## config.mk

```make
export PLATFORM = sky130hd
export DESIGN_NAME = wdog_dualclr
export DESIGN_NICKNAME = d
export VERILOG_FILES = /design/src/rtl/wdg_pkg.sv /design/src/rtl/wdg_tick_gen.sv /design/src/rtl/wdg_clear_fsm.sv /design/src/rtl/wdg_count_fsm.sv /design/src/rtl/wdog_dualclr.sv
export SDC_FILE = /design/constraint.sdc
export NUM_CORES = 1
export LEC_CHECK = 0
export ABC_CLOCK_PERIOD_IN_PS = 4200
export CORE_MARGIN = 2
export CORE_UTILIZATION = 35
export CTS_CLUSTER_SIZE = 40
export DETAILED_ROUTE_END_ITERATION = 6
export DONT_BUFFER_PORTS = 1
export HOLD_SLACK_MARGIN = 0.03
export PLACE_DENSITY_LB_ADDON = 0.1
export RECOVER_POWER = 50
export SLEW_MARGIN = 25
export SYNTH_ARGS = -nofsm -noshare
export SYNTH_HDL_FRONTEND = slang
export SYNTH_SLANG_ARGS = --single-unit
```

## constraint.sdc

```tcl
create_clock -name clk -period 4.2 [get_ports clk]
set_clock_uncertainty 0.2 [all_clocks]
set_input_delay 0.42 -clock clk [delete_from_list [all_inputs] [get_ports clk]]
set_output_delay 0.42 -clock clk [all_outputs]
set_load 0.02 [all_outputs]
```

## src/rtl/wdg_pkg.sv

```systemverilog
package wdg_pkg;

    localparam int NSTAGE     = 4;
    localparam int STAGE_SELW = 2;

    typedef enum logic [1:0] {
        SRC_SYS_DIV = 2'd0,
        SRC_RTC     = 2'd1,
        SRC_WOSC    = 2'd2,
        SRC_WOSC_B  = 2'd3
    } wdg_src_e;

    typedef enum logic [1:0] {
        CLR_IDLE   = 2'd0,
        CLR_HOLD_A = 2'd1,
        CLR_HOLD_B = 2'd2
    } clr_state_e;

    typedef enum logic [1:0] {
        WD_OFF  = 2'd0,
        WD_RUN  = 2'd1,
        WD_FIRE = 2'd2
    } wd_state_e;

endpackage

```

## src/rtl/wdg_tick_gen.sv

```systemverilog
module wdg_tick_gen
    import wdg_pkg::*;
#(
    parameter int SYS_DIV     = 4,
    parameter int SYNC_STAGES = 2
) (
    input  logic       clk,
    input  logic       rst,
    input  logic [1:0] src,
    input  logic       rtc_osc,
    input  logic       wdt_osc,
    output logic       tick
);
    localparam int DIV_W = (SYS_DIV > 2) ? $clog2(SYS_DIV) : 1;
    localparam logic [DIV_W-1:0] DIV_LAST = DIV_W'(SYS_DIV - 1);

    logic [DIV_W-1:0] div_q;
    logic             sys_tick;
    logic [1:0]       osc_in;
    logic [1:0]       osc_rise;

    // free-running divider of the system clock
    always_ff @(posedge clk) begin
        if (rst) begin
            div_q <= '0;
        end else if (div_q == DIV_LAST) begin
            div_q <= '0;
        end else begin
            div_q <= div_q + 1'b1;
        end
    end

    assign sys_tick = (div_q == DIV_LAST);
    assign osc_in   = {wdt_osc, rtc_osc};

    // one synchroniser and edge detector per oscillator input
    for (genvar g = 0; g < 2; g++) begin : g_osc
        logic [SYNC_STAGES-1:0] sh_q;
        logic                   last_q;

        always_ff @(posedge clk) begin
            if (rst) begin
                sh_q   <= '0;
                last_q <= 1'b0;
            end else begin
                sh_q   <= {sh_q[SYNC_STAGES-2:0], osc_in[g]};
                last_q <= sh_q[SYNC_STAGES-1];
            end
        end

        assign osc_rise[g] = sh_q[SYNC_STAGES-1] & ~last_q;
    end

    always_comb begin
        unique case (wdg_src_e'(src))
            SRC_SYS_DIV: tick = sys_tick;
            SRC_RTC:     tick = osc_rise[0];
            SRC_WOSC,
            SRC_WOSC_B:  tick = osc_rise[1];
            default:     tick = 1'b0;
        endcase
    end

endmodule

```

## src/rtl/wdg_clear_fsm.sv

```systemverilog
module wdg_clear_fsm
    import wdg_pkg::*;
(
    input  logic       clk,
    input  logic       rst,
    input  logic       enable,
    input  logic       dual,
    input  logic       flush,
    input  logic       clr_a,
    input  logic       clr_b,
    output logic       fire,
    output clr_state_e state
);
    clr_state_e state_q;
    clr_state_e state_d;

    // state register
    always_ff @(posedge clk) begin
        if (rst) begin
            state_q <= CLR_IDLE;
        end else begin
            state_q <= state_d;
        end
    end

    // next state
    always_comb begin
        state_d = state_q;
        if (!enable || !dual || flush) begin
            state_d = CLR_IDLE;
        end else begin
            unique case (state_q)
                CLR_IDLE: begin
                    if (clr_a && !clr_b) begin
                        state_d = CLR_HOLD_A;
                    end else if (clr_b && !clr_a) begin
                        state_d = CLR_HOLD_B;
                    end
                end
                CLR_HOLD_A: if (clr_b) state_d = CLR_IDLE;
                CLR_HOLD_B: if (clr_a) state_d = CLR_IDLE;
                default:    state_d = CLR_IDLE;
            endcase
        end
    end

    // outputs
    always_comb begin
        fire = 1'b0;
        if (enable && !flush) begin
            if (!dual) begin
                fire = clr_a | clr_b;
            end else begin
                unique case (state_q)
                    CLR_IDLE:   fire = clr_a & clr_b;
                    CLR_HOLD_A: fire = clr_b;
                    CLR_HOLD_B: fire = clr_a;
                    default:    fire = 1'b0;
                endcase
            end
        end
    end

    assign state = state_q;

endmodule

```

## src/rtl/wdg_count_fsm.sv

```systemverilog
module wdg_count_fsm
    import wdg_pkg::*;
#(
    parameter int STAGE_LO = 13,
    localparam int CNT_W   = STAGE_LO + NSTAGE - 1
) (
    input  logic                  clk,
    input  logic                  rst,
    input  logic                  enable,
    input  logic [STAGE_SELW-1:0] stage,
    input  logic                  tick,
    input  logic                  clr_fire,
    output logic                  tmo_pulse,
    output logic                  tmo_flag,
    output logic [CNT_W-1:0]      cnt,
    output wd_state_e             state
);
    wd_state_e        state_q;
    wd_state_e        state_d;
    logic [CNT_W-1:0] cnt_q;
    logic [CNT_W-1:0] term_tab [NSTAGE];
    logic [CNT_W-1:0] term_sel;
    logic             hit;
    logic             flag_q;

    // terminal value of each stage: 2^(STAGE_LO+g) - 1
    for (genvar g = 0; g < NSTAGE; g++) begin : g_term
        assign term_tab[g] = {CNT_W{1'b1}} >> (NSTAGE - 1 - g);
    end

    assign term_sel = term_tab[stage];
    assign hit      = tick && (cnt_q == term_sel) && !clr_fire;

    // state register
    always_ff @(posedge clk) begin
        if (rst) begin
            state_q <= WD_OFF;
        end else begin
            state_q <= state_d;
        end
    end

    // next state
    always_comb begin
        state_d = state_q;
        unique case (state_q)
            WD_OFF:  if (enable) state_d = WD_RUN;
            WD_RUN: begin
                if (!enable) begin
                    state_d = WD_OFF;
                end else if (hit) begin
                    state_d = WD_FIRE;
                end
            end
            WD_FIRE: state_d = enable ? WD_RUN : WD_OFF;
            default: state_d = WD_OFF;
        endcase
    end

    // count and sticky flag
    always_ff @(posedge clk) begin
        if (rst) begin
            cnt_q  <= '0;
            flag_q <= 1'b0;
        end else begin
            if (state_q != WD_RUN || clr_fire || hit) begin
                cnt_q <= '0;
            end else if (tick) begin
                cnt_q <= cnt_q + 1'b1;
            end
            if (state_q == WD_RUN && state_d == WD_FIRE) begin
                flag_q <= 1'b1;
            end
        end
    end

    // outputs
    always_comb begin
        tmo_pulse = (state_q == WD_FIRE);
        tmo_flag  = flag_q;
        cnt       = cnt_q;
        state     = state_q;
    end

endmodule

```

## src/rtl/wdog_dualclr.sv

```systemverilog
module wdog_dualclr
    import wdg_pkg::*;
#(
    parameter int STAGE_LO    = 13,
    parameter int SYS_DIV     = 4,
    parameter int SYNC_STAGES = 2
) (
    input  logic       clk,
    input  logic       rst,
    input  logic       opt_enable,
    input  logic [1:0] opt_src,
    input  logic       opt_dual,
    input  logic [1:0] opt_stage,
    input  logic       rtc_osc,
    input  logic       wdt_osc,
    input  logic       clr_a,
    input  logic       clr_b,
    output logic       tmo_rst,
    output logic       tmo_flag
);
    localparam int CNT_W = STAGE_LO + NSTAGE - 1;

    logic             tick;
    logic             clr_fire;
    logic [CNT_W-1:0] cnt_val;
    clr_state_e       clr_st;
    wd_state_e        wd_st;
    logic             flush;

    assign flush = (wd_st == WD_FIRE);

    wdg_tick_gen #(
        .SYS_DIV     (SYS_DIV),
        .SYNC_STAGES (SYNC_STAGES)
    ) u_tick (
        .clk     (clk),
        .rst     (rst),
        .src     (opt_src),
        .rtc_osc (rtc_osc),
        .wdt_osc (wdt_osc),
        .tick    (tick)
    );

    wdg_clear_fsm u_clr (
        .clk    (clk),
        .rst    (rst),
        .enable (opt_enable),
        .dual   (opt_dual),
        .flush  (flush),
        .clr_a  (clr_a),
        .clr_b  (clr_b),
        .fire   (clr_fire),
        .state  (clr_st)
    );

    wdg_count_fsm #(
        .STAGE_LO (STAGE_LO)
    ) u_cnt (
        .clk       (clk),
        .rst       (rst),
        .enable    (opt_enable),
        .stage     (opt_stage),
        .tick      (tick),
        .clr_fire  (clr_fire),
        .tmo_pulse (tmo_rst),
        .tmo_flag  (tmo_flag),
        .cnt       (cnt_val),
        .state     (wd_st)
    );

endmodule

```

# Word level (Yosys, flattened, before mapping)
# Index checks and enable logic that the tools add are counted.
# totals
regBits,29
in_bits,12
output_inout_bits,2
wordCells,74
# op_classes
addsub,2
magnitude_cmp,1
n_eq_ne,14
n_mux,17
bitwise_logic,7
reduce_logical,24
# ops
operator,count
$bmux W16 S2,1
$mux W16,2
$add A16 B1 Y16 const B,1
$eq A16 B16 Y1,1
$mux W2,7
$eq A2 B2 Y1 const B,6
$pmux W2 S3,2
$reduce_or A2 Y1,4
$eq A2 B1 Y1 const B,3
$logic_and A1 B1 Y1,6
$logic_not A1 Y1,6
$logic_not A2 Y1,3
$pmux W1 S3,2
$logic_or A1 B1 Y1,4
$ne A2 B2 Y1 const B,2
$and A1 B1 Y1,3
$ge A3 B3 Y1 const B,1
$mux W1,3
$ne A3 B1 Y1 const B,1
$not A2 Y3,1
$reduce_and A3 Y1,1
$add A2 B1 Y2 const B,1
$ne A2 B1 Y1 const B,1
$not A1 Y1,2
$or A1 B1 Y1,1

# Depth between registers and ports, before layout
# Gate-level depths: netlist (run 1).
# depth
ltp_word,12
depth_mapped,7
depth_no_buf,6

# Cells and area by module
# Synthesis (run 1) repeated with hierarchy kept, for this count alone.
# unflattened
hier_cells,145
hier_area_um2,1343.8
# by_module_without_submodules
module,instances,cells_each,area_each_um2,seq_area_each_um2
wdg_count_fsm,1,101,894.6,380.4
wdg_tick_gen,1,22,252.7,160.2
wdg_clear_fsm,1,21,182.7,40.0
wdog_dualclr,1,1,13.8,0.0

# Worst setup path after synthesis (run 1)
# OpenSTA, ideal clock, no wires.
# synth_path
kind,input -> register
start,in opt_stage[1]
end,reg u_cnt.cnt_q[1] (netlist: u_cnt.cnt[1])
setup_time_ns,0.119
t_arrival_ns,1.672
required_time_ns,3.881
path_slack_ns,2.209
path_stages,6
n_path_buf,1
cell_sequence,or3b_2 > a21oi_2 > o2111ai_4 > o21bai_4 > buf_12 > nor2_4
# synth_between
elab_chain_cells,9
# synth_lines
element,line_no,rtl
"start, declared",wdog_dualclr.sv:13,"input logic [1:0] opt_stage,"
$not A2 Y3 (implied by the code),wdg_count_fsm.sv:31,assign term_sel = term_tab[stage];
$bmux W16 S2,wdg_count_fsm.sv:31,
$mux W16 (implied by the code) (2 in series),wdg_count_fsm.sv:31,
$eq A16 B16 Y1,wdg_count_fsm.sv:32,assign hit = tick && (cnt_q == term_sel) && !clr_fire;
$logic_and A1 B1 Y1 (2 in series),wdg_count_fsm.sv:32,
$logic_or A1 B1 Y1,wdg_count_fsm.sv:66,if (state_q != WD_RUN || clr_fire || hit) begin
$reduce_or A2 Y1 (no line),n/a,
"end signal, assigned",wdg_count_fsm.sv:69,cnt_q <= cnt_q + 1'b1;
"end, declared",wdg_count_fsm.sv:20,logic [CNT_W-1:0] cnt_q;
# No other way between the ends. The select of a mux whose other input is x is not followed.
# A chain may end at the register's enable or synchronous reset.

# Worst setup path in the final report (run 1)
# layout_path
start,reg u_tick.div_q[0]
end,reg u_cnt.cnt_q[0] (netlist: u_cnt.cnt[0])
# layout_between
elab_chain_cells,6
# layout_lines
element,line_no,rtl
"start, declared",wdg_tick_gen.sv:17,logic [DIV_W-1:0] div_q;
"start signal, assigned",wdg_tick_gen.sv:29,div_q <= div_q + 1'b1;
$eq A2 B2 Y1 (*),wdg_tick_gen.sv:33,assign sys_tick = (div_q == DIV_LAST);
$pmux W1 S3 (*),wdg_tick_gen.sv:55,unique case (wdg_src_e'(src))
$logic_and A1 B1 Y1 (2 in series),wdg_count_fsm.sv:32,
$logic_or A1 B1 Y1,wdg_count_fsm.sv:66,
$reduce_or A2 Y1 (no line),n/a,
# Every way passes the cells marked *; elsewhere a longest branch is shown, timed or not.

==> flow_metrics.env, run 1 <==
export IMPL_status="finished, final reports clean"
export IMPL_cp_start_kind="flop"
export IMPL_synth_cell_types=48
export IMPL_cp_max_fo=14
export IMPL_leakagePower_nw=0.526
export IMPL_first_iter_violations=83
export IMPL_grt_pass1_vias=1117
export IMPL_post_place_cells=196
export IMPL_reg2reg_from="u_tick.div_q[0]"
export IMPL_maxSlewHeadroom=0.535
export IMPL_pre_cts_ws_ns=1.71
export IMPL_hold_path_class="primary input to flop"
export IMPL_n_fill_cell=416
export IMPL_synth_enable_flop_cells=0
export IMPL_port_buffers=0
export IMPL_layout_drive_gt1_share=0.178
export IMPL_globalRouteOverflowTotal=0
export IMPL_yosysWarnings=0
export IMPL_crit_required_ns=4.15
export IMPL_synth_compound_area_frac=0.126
export IMPL_cp_depth=6
export IMPL_max_stage_delay_ns=0.66
export IMPL_yosys_register_bits=29
export IMPL_holdBufCountCts=3
export IMPL_cts_reportedPaths_clkPinSlew_ns=0.07
export IMPL_slowest_stage="o21bai_4"
export IMPL_power_density_nw_per_um2=373
export IMPL_io_pins=14
export IMPL_core_um2=4030
export IMPL_worstSetupPathType="flop to flop"
export IMPL_setup_viol=0
export IMPL_dieArea_um2=4750
export IMPL_synth_top_family_by_area="simple AND/OR/NAND/NOR gates"
export IMPL_p_int_w=0.000487
export IMPL_cts_buffer_depth=2
export IMPL_yosysSeqAreaShare=0.393
export IMPL_routed_wl_mm=2.73
export IMPL_die_h_um=69.0
export IMPL_cts_tree="yes"
export IMPL_worstMarginPinSlew_ns=0.696
export IMPL_rr_worst_depth=6
export IMPL_p_seq_frac=0.460
export IMPL_vias_per_cell=5.28
export IMPL_antenna_found_initial=0
export IMPL_finalPower_w=0.000617
export IMPL_antennaDiodeCount=0
export IMPL_synthMuxAreaShare=0.0220
export IMPL_syn2layout_area_growth_pct=12.0
export IMPL_ant_nets=0
export IMPL_regArea_um2=581
export IMPL_dp_hpwl_mm=1.99
export IMPL_grt_max_degree=15
export IMPL_final_cell_mix="dfxtp_1 (29), nand3_1 (10), xor2_1 (10), nor2_4 (10), nor2b_1 (9)"
export IMPL_endpoint_kind="flop"
export IMPL_avgRoutedWirePerCell_um=13.2
export IMPL_root_buffer="clkbuf_8"
export IMPL_p_switching_w=0.000130
export IMPL_fmax_ghz=0.388
export IMPL_crit_end="u_cnt.cnt[0]"
export IMPL_drc=0
export IMPL_syn_area_um2=1480
export IMPL_syn_inst=150
export IMPL_combPwrFrac=0.050
export IMPL_path_buf_inv=0
export IMPL_clkPwrFrac=0.490
export IMPL_gp_congestion=0.829
export IMPL_async_reset_ff_frac=0
export IMPL_cts_htree_levels=2
export IMPL_syn_nets=164
export IMPL_die_w_um=69.0
export IMPL_ctsResizeCount=0
export IMPL_fin_cells=207
export IMPL_final_net_count=170
export IMPL_initial_core_util=0.366
export IMPL_syn_area_per_cell_um2=9.84
export IMPL_rows=23
export IMPL_cts_setup_buffers=0
export IMPL_crit_path_cell_trace="ha_1 > nor2b_1 > a311o_1 > nand2_1 > o21bai_4 > nor2_1"
export IMPL_dr_pass1_iters=4
export IMPL_synthAdderAreaFrac=0.0169
export IMPL_clk_latency_ns=0.28
export IMPL_p_sw_frac=0.210
export IMPL_synth_flop_cell="dfxtp_1"
export IMPL_multi_input_area_um2=853
export IMPL_drv_slew=0
export IMPL_ff2ff_setup_slack_ns=1.62
export IMPL_fin_area_um2=1650
export IMPL_rsz0062_at_grt="false"
export IMPL_cts_made_buffers=5
export IMPL_finalCritPeriodShare=0.614
export IMPL_cp_top_family="compound AO/OA/AOI/OAI gates"
export IMPL_grt_first_pass_wirelength_mm=4.78
export IMPL_timing_rr_end="u_cnt.cnt[0]"
export IMPL_layout_setup_ws_ns=1.62
export IMPL_cp_startpoint="u_tick.div_q[0]"
export IMPL_setup_tns_ns=0
export IMPL_ir_drop_v=0.000169
export IMPL_grt_usage=0.139
export IMPL_hold_violations=0
export IMPL_arrival_ns=2.52
export IMPL_synth_xor_area_frac=0.0653
export IMPL_synth_simple_area_share=0.349
export IMPL_vias=1092
export IMPL_period_needed_ns=2.58
export IMPL_cap_violations=0
export IMPL_cts_sinks=29
export IMPL_mostFrequentLayoutCell="dfxtp_1"
export IMPL_placed_cell_area_um2=1510
## cells by family after synthesis
group / count (synthesis)
AOI/OAI and AO/OA: 22
xor gates and xnor gates: 11
buffers and inverters: 6
and+or+nand+nor: 78
DFF: 29
adders and majority gates: 2
muxes: 2
## area by class of cell
type | count | area share
Tap cell | 50 | 0.0378
Clock inverter | 2 | 0.0227
Inverter | 2 | 0.00454
Multi-Input combinational cell | 115 | 0.516
Sequential cell | 29 | 0.351
Timing Repair Buffer | 3 | 0.0182
Clock buffer | 6 | 0.0499
## power groups by stage
stage                     sequential [W]  combinational (W)  clock (W)
after CTS                       0.000284          0.0000313   0.000309
after floorplan                 0.000289          0.0000268          0
after global placement          0.000289          0.0000275          0
after global routing            0.000284          0.0000355   0.000320
after detailed placement        0.000290          0.0000279          0
final                           0.000284          0.0000309   0.000302
## per-layer routing
metal | up-vias | wire [um] | global-route usage | part of all wire
li1 | 557 | - | - | -
met5 | - | 0 | 0 | 0
met4 | 0 | 82 | 0.0686 | 0.030
met3 | 8 | 120 | 0.0503 | 0.044
met1 | 511 | 1300 | 0.156 | 0.48
met2 | 16 | 1230 | 0.231 | 0.45
## cell usage after synthesis (4+ instances only)
library cell | number | area (um^2)
nand3_1 | 10 | 50.1
a21oi_1 | 4 | 20.0
nor2b_1 | 9 | 56.3
nand2b_1 | 4 | 25.0
nor2_4 | 10 | 113
nand4_1 | 5 | 31.3
and3_1 | 6 | 37.5
dfxtp_1 | 29 | 581
nand2_1 | 6 | 22.5
xor2_1 | 10 | 87.6
nor3_1 | 4 | 20.0
nor2_1 | 7 | 26.3
## sequential cells by signal (all words and copies together), names as in the netlist
name / cells
u_cnt.state: 2
u_clr.state: 2
u_tick.g_osc.last_q: 2
u_cnt.cnt: 16
u_tick.g_osc.sh_q: 4
u_tick.div_q: 2
u_cnt.tmo_flag: 1
## worst min-delay path by stage
stage	startpoint	endpoint	slack [ns]	cells after the start
finish	rst	u_cnt.tmo_flag	0.04	1
global route	rst	u_cnt.tmo_flag	0.03	1
CTS	rst	u_cnt.tmo_flag	0.03	1
detailed placement	u_tick.g_osc[0].sh_q[0]	u_tick.g_osc[0].sh_q[1]	0.23	1
global placement	u_tick.div_q[0]	u_tick.div_q[0]	0.21	1
floorplan	u_tick.div_q[0]	u_tick.div_q[0]	0.20	1
## metrics by stage
step / hold WS, ns / utilization
global route: 0.0312 / 0.411
floorplan: 0.204 / -
detailed placement: 0.229 / 0.374
global placement: 0.208 / 0.374
CTS: 0.0330 / 0.411
finish: 0.0400 / 0.411
Note: power is estimated with default switching activity, not from simulation.
==> inputs of run 2 (changes only) <==
ABC_AREA = 1   (was unset)
ABC_CLOCK_PERIOD_IN_PS = 2200   (was 4200)
clock period = 2.2 ns   (was 4.2 ns; I/O delays follow)
==> run 2 against run 1 <==
Power grew 89%. Flip-flop and latch count is the same. Wire length shrank 7.4%. Synthesized area shrank 3.9%. Register-to-register slack lost 1.3 ns. Cell count grew 29%. Synthesized cell count grew 35%. Core utilization grew 0.58 points. First-iteration DRC count shrank 30%. Non-clock buffer count grew 5. Critical path depth grew 1. Critical endpoint is now u_clr.state[0].
==> flow_metrics.env, run 2 <==
export IMPL_p_switching_w=0.000241
export IMPL_wl_met3_um=101
export IMPL_p_seq_frac=0.462
export IMPL_die_w_um=67.7
export IMPL_p_int_w=0.000928
export IMPL_dr_pass1_iters=4
export IMPL_ant_nets=0
export IMPL_avgRoutedWirePerCell_um=9.52
export IMPL_status="finished, final reports clean"
export IMPL_placed_cell_area_um2=1450
export IMPL_rsz0062_at_grt="false"
export IMPL_port_buffers=0
export IMPL_reg2reg_from="u_tick.div_q[0]"
export IMPL_io_pins=14
export IMPL_cts_reportedPaths_clkPinSlew_ns=0.06
export IMPL_worstMarginPinSlew_ns=0.518
export IMPL_final_cell_mix="nand2_1 (58), nor2_1 (31), dfxtp_1 (29)"
export IMPL_antenna_found_initial=0
export IMPL_max_stage_delay_ns=0.71
export IMPL_pre_cts_ws_ns=0.346
export IMPL_timing_rr_end="u_cnt.cnt[13]"
export IMPL_slowest_stage="dlygate4sd3_1"
export IMPL_vias_per_cell=4.44
export IMPL_fin_area_um2=1640
export IMPL_cts_made_buffers=5
export IMPL_async_reset_ff_frac=0
export IMPL_min_delay_start="opt_dual"
export IMPL_first_iter_violations=58
export IMPL_period_needed_ns=1.93
export IMPL_grt_pass1_vias=1146
export IMPL_vias=1181
export IMPL_wl_met2_mm=1.15
export IMPL_netlist_top_cells_count="nand2_1 (58), nor2_1 (30), dfxtp_1 (29)"
export IMPL_whs_path_depth=4
export IMPL_layout_setup_ws_ns=0.269
export IMPL_grt_max_degree=16
export IMPL_worstSetupPathType="primary input to flop"
export IMPL_topRoutingLayerUsed="met4"
export IMPL_ir_drop_v=0.000289
export IMPL_p_sw_frac=0.206
export IMPL_n_fill_cell=412
export IMPL_yosysWarnings=0
export IMPL_final_net_count=229
export IMPL_cts_sinks=29
export IMPL_synth_cell_types=21
export IMPL_maxSlewHeadroom=0.654
export IMPL_yosysMostFrequentCell="nand2_1"
export IMPL_crit_path_cell_trace="dlygate4sd3_1 > inv_1 > nand2_1 > inv_1 > nand3_1 > nor2_1 > dlygate4sd3_1"
export IMPL_synth_top_area_cell="dfxtp_1"
export IMPL_globalRouteOverflowTotal=0
export IMPL_setup_viol=0
export IMPL_hold_path_class="primary input to flop"
export IMPL_finalCritPeriodShare=0.878
export IMPL_synthTopCellsByArea="dfxtp_1 (41%), nand2_1 (15%), nor2_1 (7.9%)"
export IMPL_layout_drive_gt1_share=0.0926
export IMPL_rr_worst_depth=8
export IMPL_cts_htree_levels=2
export IMPL_ctsResizeCount=0
export IMPL_regArea_um2=581
export IMPL_hold_violations=0
export IMPL_power_density_nw_per_um2=712
export IMPL_routed_wl_mm=2.53
export IMPL_antennaDiodeCount=0
export IMPL_clkPwrFrac=0.488
export IMPL_arrival_ns=1.90
export IMPL_root_buffer="clkbuf_8"
export IMPL_multi_input_area_um2=704
export IMPL_yosys_register_bits=29
export IMPL_drc=0
export IMPL_cp_start_kind="primary input"
export IMPL_holdPathEnd="u_cnt.cnt[15]"
export IMPL_ff2ff_setup_slack_ns=0.31
export IMPL_rows=23
export IMPL_endpoint_kind="flop"
export IMPL_combPwrFrac=0.050
export IMPL_syn_area_per_cell_um2=6.99
export IMPL_yosysTopAreaCellShare=0.409
export IMPL_grt_usage=0.138
export IMPL_cap_violations=0
export IMPL_mostFrequentLayoutCell="nand2_1"
export IMPL_largest_reg_flops=16
export IMPL_initial_core_util=0.360
export IMPL_fmax_ghz=0.518
export IMPL_clk_latency_ns=0.28
export IMPL_gp_congestion=0.766
export IMPL_drv_slew=0
export IMPL_cts_buffer_depth=2
export IMPL_syn_nets=217
export IMPL_cp_max_fo=9
export IMPL_grt_first_pass_wirelength_mm=4.68
export IMPL_leakagePower_nw=0.627
export IMPL_dp_hpwl_mm=1.88
export IMPL_syn2layout_area_growth_pct=15.7
export IMPL_die_h_um=67.7
export IMPL_dieArea_um2=4580
export IMPL_wl_met1_mm=1.24
export IMPL_syn_area_um2=1420
export IMPL_core_um2=3940
export IMPL_cts_tree="yes"
export IMPL_setup_tns_ns=0
export IMPL_synth_enable_flop_cells=0
export IMPL_yosysSeqAreaShare=0.409
export IMPL_syn_inst=203
export IMPL_synth_flop_cell="dfxtp_1"
export IMPL_crit_required_ns=2.17
==> run 2: cell types whose count changed after synthesis, moves of 5 or more <==
cell     delta
nor2_2      +6
xor2_1      -5
nor2_4     -10
nor2_1     +23
nand2_1    +52
inv_1      +23
nand3_1     +5
nor2b_1     -9
nand4_1     -5
and3_1      -6
==> run 2: worst max-delay path by stage <==
stage                      to             from
6_report       u_clr.state[0]              rst
5_1_grt        u_clr.state[0]              rst
4_1_cts        u_clr.state[1]              rst
3_5_place_dp     u_cnt.cnt[4]  u_tick.div_q[0]
3_3_place_gp    u_cnt.cnt[14]  u_tick.div_q[0]
2_1_floorplan    u_cnt.cnt[7]     u_cnt.cnt[0]
==> run 2: logic make-up (layout without fill, tap and decap cells) <==
| logic type | after synthesis | in the layout | share of synthesized area |
|---|---|---|---|
| AOI/OAI and AO/OA | 12 | 12 | 0.0503 |
| xor gates and xnor gates | 10 | 10 | 0.0617 |
| adders and majority gates | 2 | 2 | 0.0176 |
| buffers and inverters | 28 | 41 | 0.0891 |
| DFF | 29 | 29 | 0.409 |
| and+or+nand+nor | 122 | 122 | 0.372 |
==> run 2: final cells by class <==
class	instances	area share
clock buffer	6	0.0503
clock inverter	2	0.0229
inverter	25	0.0572
multi-input combinational	146	0.429
sequential	29	0.354
tap	50	0.0381
timing repair buffer	8	0.0488
==> run 2: per-layer routing <==
layer	vias to the layer above	GRT usage
met3	5	0.0450
li1	644	-
met2	16	0.217
met4	0	0.0689
met1	516	0.168
met5	-	0
==> run 2: worst max-delay path: cells and delay by family <==
family / cells / cell delay (ns)
buffers and inverters: 4 / 1.44
AND/OR/NAND/NOR: 3 / 0.24
==> run 2: stage by stage <==
step            util  power (W)  instances  hold slack [ns]
2_1_floorplan      -   0.000597        203            0.127
3_3_place_gp   0.368   0.000599        250           0.0925
3_5_place_dp   0.368   0.000601        250           0.0941
4_1_cts        0.418    0.00119        266           0.0660
5_1_grt        0.416    0.00123        266           0.0945
6_report       0.416    0.00117        266           0.0721
==> run 2: what timing repair did <==
action                    4_1_cts  5_1_grt
hold buffers                    8        0
hold endpoints to repair       12        0
buffers inserted                0        0
==> run 2: power by group through the flow <==
stage | Sequential [W] | Combinational [W] | Clock (W)
2_1_floorplan | 0.000551 | 0.0000460 | 0
3_3_place_gp | 0.000552 | 0.0000474 | 0
3_5_place_dp | 0.000552 | 0.0000486 | 0
4_1_cts | 0.000540 | 0.0000599 | 0.000590
5_1_grt | 0.000541 | 0.0000684 | 0.000616
6_report | 0.000540 | 0.0000582 | 0.000571
